File: src/rtl/fault_rec.sv
module fault_rec #(
  parameter logic [15:0] SEED  = 16'hCCCC,
  parameter logic [15:0] TAPS  = 16'h8805,
  parameter int          VPN_W = 19,
  parameter int          IDX_W = 4,
  parameter int          WAY_W = 2
) (
  input  logic             clk,
  input  logic             rst_n,
  input  logic             flt_valid,
  input  logic             flt_miss,
  input  logic [VPN_W-1:0] flt_vpn,
  input  logic [7:0]       flt_pid,
  input  logic [1:0]       flt_acc,
  input  logic [WAY_W-1:0] flt_hit_way,
  input  logic             reg_wr,
  input  logic             reg_addr,
  input  logic [31:0]      reg_wdata,
  output logic [31:0]      reg_rdata,
  output logic [WAY_W-1:0] refill_way,
  output logic [15:0]      rng_state
);
  localparam int DW      = 32;
  localparam int VPN_LSB = DW - VPN_W;

  logic [15:0]    rng_q;
  logic [DW-1:0]  sel_q, cause_q, sel_new, cause_new;
  logic [WAY_W-1:0] way;

  wire fb = ^(rng_q & TAPS);
  wire [15:0] rng_nxt = {fb, rng_q[15:1]};

  assign way = flt_miss ? rng_q[WAY_W-1:0] : flt_hit_way;

  always_comb begin
    sel_new = '0;
    sel_new[IDX_W-1:0] = flt_vpn[IDX_W-1:0];
    sel_new[IDX_W +: WAY_W] = way;
    cause_new = cause_q;
    cause_new[7:0] = flt_pid;
    cause_new[9:8] = flt_acc;
    cause_new[DW-1:VPN_LSB] = flt_vpn;
  end

  always_ff @(posedge clk or negedge rst_n) begin
    if (!rst_n) begin
      rng_q   <= SEED;
      sel_q   <= '0;
      cause_q <= '0;
    end else if (flt_valid) begin
      rng_q   <= rng_nxt;
      sel_q   <= sel_new;
      cause_q <= cause_new;
    end else if (reg_wr) begin
      if (reg_addr) cause_q <= reg_wdata;
      else          sel_q   <= reg_wdata;
    end
  end

  assign reg_rdata  = reg_addr ? cause_q : sel_q;
  assign refill_way = rng_q[WAY_W-1:0];
  assign rng_state  = rng_q;
endmodule


File: config.mk
export PLATFORM = sky130hd
export DESIGN_NAME = fault_rec
export DESIGN_NICKNAME = d
export VERILOG_FILES = /design/src/rtl/fault_rec.sv
export SDC_FILE = /design/constraint.sdc
export NUM_CORES = 1
export LEC_CHECK = 0
export BUFFER_PORTS_ARGS = -buffer_cell sky130_fd_sc_hd__buf_2
export CORE_MARGIN = 8
export CORE_UTILIZATION = 30
export DETAILED_ROUTE_END_ITERATION = 8
export GPL_ROUTABILITY_DRIVEN = 0
export PLACE_DENSITY_LB_ADDON = 0.2
export SLEW_MARGIN = 25
export SYNTH_ARGS = -nofsm -noshare
export SYNTH_HDL_FRONTEND = slang
export SYNTH_SLANG_ARGS = --single-unit
export TNS_END_PERCENT = 10
File: constraint.sdc
create_clock -name clk -period 2.25 [get_ports clk]
set_input_delay 0.225 -clock clk [delete_from_list [all_inputs] [get_ports clk]]
set_output_delay 0.225 -clock clk [all_outputs]
set_load 0.02 [all_outputs]
# Yosys cells after proc, flatten, opt, wreduce, memory -nomap -nowiden

Index checks and enable logic that the tools add are counted.

Bits in registers: 80
Input bits: 69
Output and inout port bits: 50
Word-level logic and storage cells: 20

Eq/ne operators: 1
Multiplexer cells: 8
Bitwise logic cells: 1
Reduce and logical (&&, ||, !) cells: 6

Operator list:

| kind                                          | number |
|---|---|
| 2-to-1 mux 32 bit                             | 7 |
| parity 16 bit                                 | 1 |
| AND reduction 2 bit                           | 2 |
| nonzero test 2 bit                            | 2 |
| AND reduction 3 bit                           | 1 |
| 2-to-1 mux 2 bit                              | 1 |
| inequality test 2 bit (second input constant) | 1 |
| NOT 1 bit                                     | 1 |

# Depth between registers and ports, before layout

Depth in word-level cells: 3
Mapped depth: 6

# Least setup slack after synthesis

OpenSTA, ideal clock, no wires.

Kind: input-to-output
Start point: input port reg_addr
End point: output port reg_rdata[0]
Data arrival time: 0.992 ns
Required time: 2.025 ns
Setup slack: 1.033 ns
Stages: 3
Buffers on the path: 2
Path through: buf_4 > buf_2 > mux2_2

Cells in the longest elaborated chain, start to end: 1

RTL lines:

| element           | RTL line | source |
|---|---|---|
| from (decl)       | 17       | `input logic reg_addr,` |
| 2-to-1 mux 32 bit | 60       | `assign reg_rdata = reg_addr ? cause_q : sel_q;` |
| to (decl)         | 19       | `output logic [31:0] reg_rdata,` |

No other way between the ends.

# Final worst setup path

Start point: input port reg_addr
End point: output port reg_rdata[5]

Same word-level chain as after synthesis.

==> results.json <==
{
  "status": "completed",
  "timing.final.crit_period_ns": 1.745,
  "drt_pass1_iterations": 4,
  "ir_drop_uv": 307.2,
  "worst_hold_endpoint": "cause_q[9]$_DFFE_PN0P_",
  "dpl-instance-area_sq_um": 4464,
  "post_synth_edffs": 0,
  "final_hold_viol_count": 0,
  "critical_path.endpoint_type": "primary output",
  "postRouteWirelength_um": 9791,
  "cts_root_buf": "sky130_fd_sc_hd__clkbuf_16",
  "report.power.total_mw": 3.592,
  "detail_route.iter0.violations": 150,
  "summed_area_of_non_filler_cells_in_the_final_layout_sq_um": 4775,
  "worst_hold_path_type": "in -> reg",
  "postLayoutCoreUtil": 0.3942,
  "ys_ff_latch": 80,
  "drt.antenna.violating_nets": 0,
  "r2r_slack_ns": 1.07,
  "port-buffer-count": 118,
  "final-setup-viol-count": 0,
  "synth_ff_type": "sky130_fd_sc_hd__dfrtp_1",
  "post-route-drc-count": 0,
  "timing.max_slew.rel_slack": 0.6554,
  "slew_violations": 0,
  "worstRegToRegCells": 3,
  "commonest_non_fill_non_tap_cell_in_the_layout": "sky130_fd_sc_hd__buf_2",
  "first_global_vias": 3127,
  "ys.warnings.count": 0,
  "start_kind": "primary input",
  "routedWlPerCell_um": 16.82,
  "grt_first_pass_wirelength_um": 16210,
  "synthDistinctLibCells": 22,
  "proportion_of_synthesized_flip_flops_having_asynchronous_set_or_reset": 1.000,
  "clk_latency_ns": 0.33,
  "vias_after_detailed_routing": 2668,
  "die_height_um": 127.6,
  "grt.overflow.total": 0,
  "ys_seq_area_frac": 0.5383,
  "synth.avg_cell_area_sq_um": 12.71,
  "initial_antenna_violation_count": 2,
  "critical_path.max_fanout": 22,
  "commonest_cells_after_routing_fill_and_taps_aside": "sky130_fd_sc_hd__buf_2, sky130_fd_sc_hd__dfrtp_1, sky130_fd_sc_hd__mux2_2",
  "rows": 40,
  "floorplan.die.width_um": 127.6,
  "synth.cell_area_sq_um": 3737,
  "timing.clock.skew_ns": 0.003473,
  "dp.cells": 565,
  "area_growth_syn_to_layout_pct": 27.75,
  "finalSetupTns_ns": 0,
  "postCtsSetupRepairBufs": 0,
  "tritoncts.num_buffers": 9,
  "cts.sink_count": 80,
  "final_cells": 582,
  "placeableCoreArea_sq_um": 12110,
  "clock_tree.buffer_depth": 2,
  "critical_path_required_ns": 2.03,
  "hpwlAfterDp_um": 7036,
  "dpl_worst_slack_ns": 0.4767,
  "fmax_mhz": 573.0,
  "grt_start_max_net_pins": 50,
  "syn_nets": 363,
  "critical_path.reg2reg.endpoint": "rng_state[15]$_DFFE_PN1P_",
  "clk_pin_slew_ns": 0.06,
  "worstReg2RegStart": "rng_state[2]$_DFFE_PN1P_",
  "data_arrival_critical_path_ns": 1.52,
  "maxCapViolCount": 0,
  "clock_tree.htree_level_count": 3,
  "io_pins": 119,
  "layout.nets": 478,
  "floorplan.die_area_sq_um": 16290,
  "final.period_utilization": 0.7756,
  "cellLeakagePower_nw": 2.497,
  "synthCells": 294,
  "postLayoutSetupSlackWorst_ns": 0.5049,
  "post_route_cells_drive_above_1_share": 0.5024,
  "rsz_0062_raised_after_global_routing": "no",
  "grt.total_usage": 0.1261,
  "path_class": "in -> out",
  "average_vias_per_placed_instance": 4.584,
  "fin_hold_ws_ns": 0.09930,
  "hold_path.startpoint": "flt_acc[1]",
  "cts_tree": "yes",
  "transition_time_at_the_pin_with_the_least_slew_margin_ns": 0.5169,
  "power_density_nw_per_um2": 752.3,
  "num_antenna_cells": 0,
  "worstHoldPathCells": 3,
  "floorplan.initialDensity": 0.3086
}
## sequential cells by signal, indices dropped and copies added (netlist names)
| register | cells |
|---|---|
| cause_q | 32 |
| rng_state | 16 |
| sel_q | 32 |
## routing by layer
| metal | track usage | share of wire |
|---|---|---|
| met3 | 0.05865 | 0.076 |
| met5 | 0 | 0.0028 |
| met1 | 0.1523 | 0.45 |
| met2 | 0.1980 | 0.46 |
| met4 | 0.03357 | 0.012 |
## synth_stat cells (2+ instances only)
| library cell | instances | area (sq um) |
|---|---|---|
| sky130_fd_sc_hd__buf_6 | 5 | 56.30 |
| sky130_fd_sc_hd__a22o_1 | 26 | 227.7 |
| sky130_fd_sc_hd__clkbuf_1 | 2 | 7.510 |
| sky130_fd_sc_hd__o21ai_0 | 23 | 115.1 |
| sky130_fd_sc_hd__nand2_1 | 30 | 112.6 |
| sky130_fd_sc_hd__buf_4 | 7 | 52.55 |
| sky130_fd_sc_hd__buf_2 | 9 | 45.04 |
| sky130_fd_sc_hd__mux2i_1 | 31 | 310.3 |
| sky130_fd_sc_hd__inv_1 | 4 | 15.01 |
| sky130_fd_sc_hd__a21oi_1 | 2 | 10.01 |
| sky130_fd_sc_hd__dfrtp_1 | 72 | 1802 |
| sky130_fd_sc_hd__dfstp_2 | 8 | 210.2 |
| sky130_fd_sc_hd__nor2_1 | 2 | 7.510 |
| sky130_fd_sc_hd__o21ai_1 | 10 | 50.05 |
| sky130_fd_sc_hd__mux2_2 | 56 | 630.6 |
## cell families (layout without fill, tap and decap cells)
logic type / after synthesis / in the layout / synth area share
AO/OA/AOI/OAI: 62 / 62 / 0.1122
XOR/XNOR: 2 / 2 / 0.008704
buffers and inverters: 28 / 148 / 0.04821
flip-flops: 80 / 80 / 0.5383
multiplexers: 87 / 87 / 0.2518
AND/OR/NAND/NOR: 35 / 35 / 0.04085
## layout make-up
type | instances | area (sq um)
multi-input cells | 186 | 1545
clock inverters | 3 | 40.04
repair buffers | 127 | 688.2
clock buffers | 13 | 260.3
fillers | 1210 | 7337
inverters | 5 | 18.77
flip-flops and latches | 80 | 2012
well taps | 168 | 210.2
## power breakdown
part	switching [mW]	internal (mW)
combinational	0.304	0.244
sequential	0.0478	1.54
clock	0.542	0.916
total	0.894	2.70
## worst max path at each step
stage               startpoint      endpoint  slack (ns)  cells after the start
CTS                   reg_addr  reg_rdata[5]        0.47                      4
global route          reg_addr  reg_rdata[4]        0.43                      4
global placement      reg_addr  reg_rdata[5]        0.48                      4
finish                reg_addr  reg_rdata[5]        0.50                      4
detailed placement    reg_addr  reg_rdata[5]        0.48                      4
floorplan             reg_addr  reg_rdata[0]        1.03                      3
## critical path, stage by stage
cell	delay, ns
sky130_fd_sc_hd__buf_2	0.33
sky130_fd_sc_hd__buf_4	0.40
sky130_fd_sc_hd__mux2_2	0.39
sky130_fd_sc_hd__buf_2	0.16
## what timing repair did
action	4_1_cts	5_1_grt
gates resized for setup	0	0
hold endpoints to repair	30	0
hold buffers	1	0
Power figures use the tool's default switching activity.
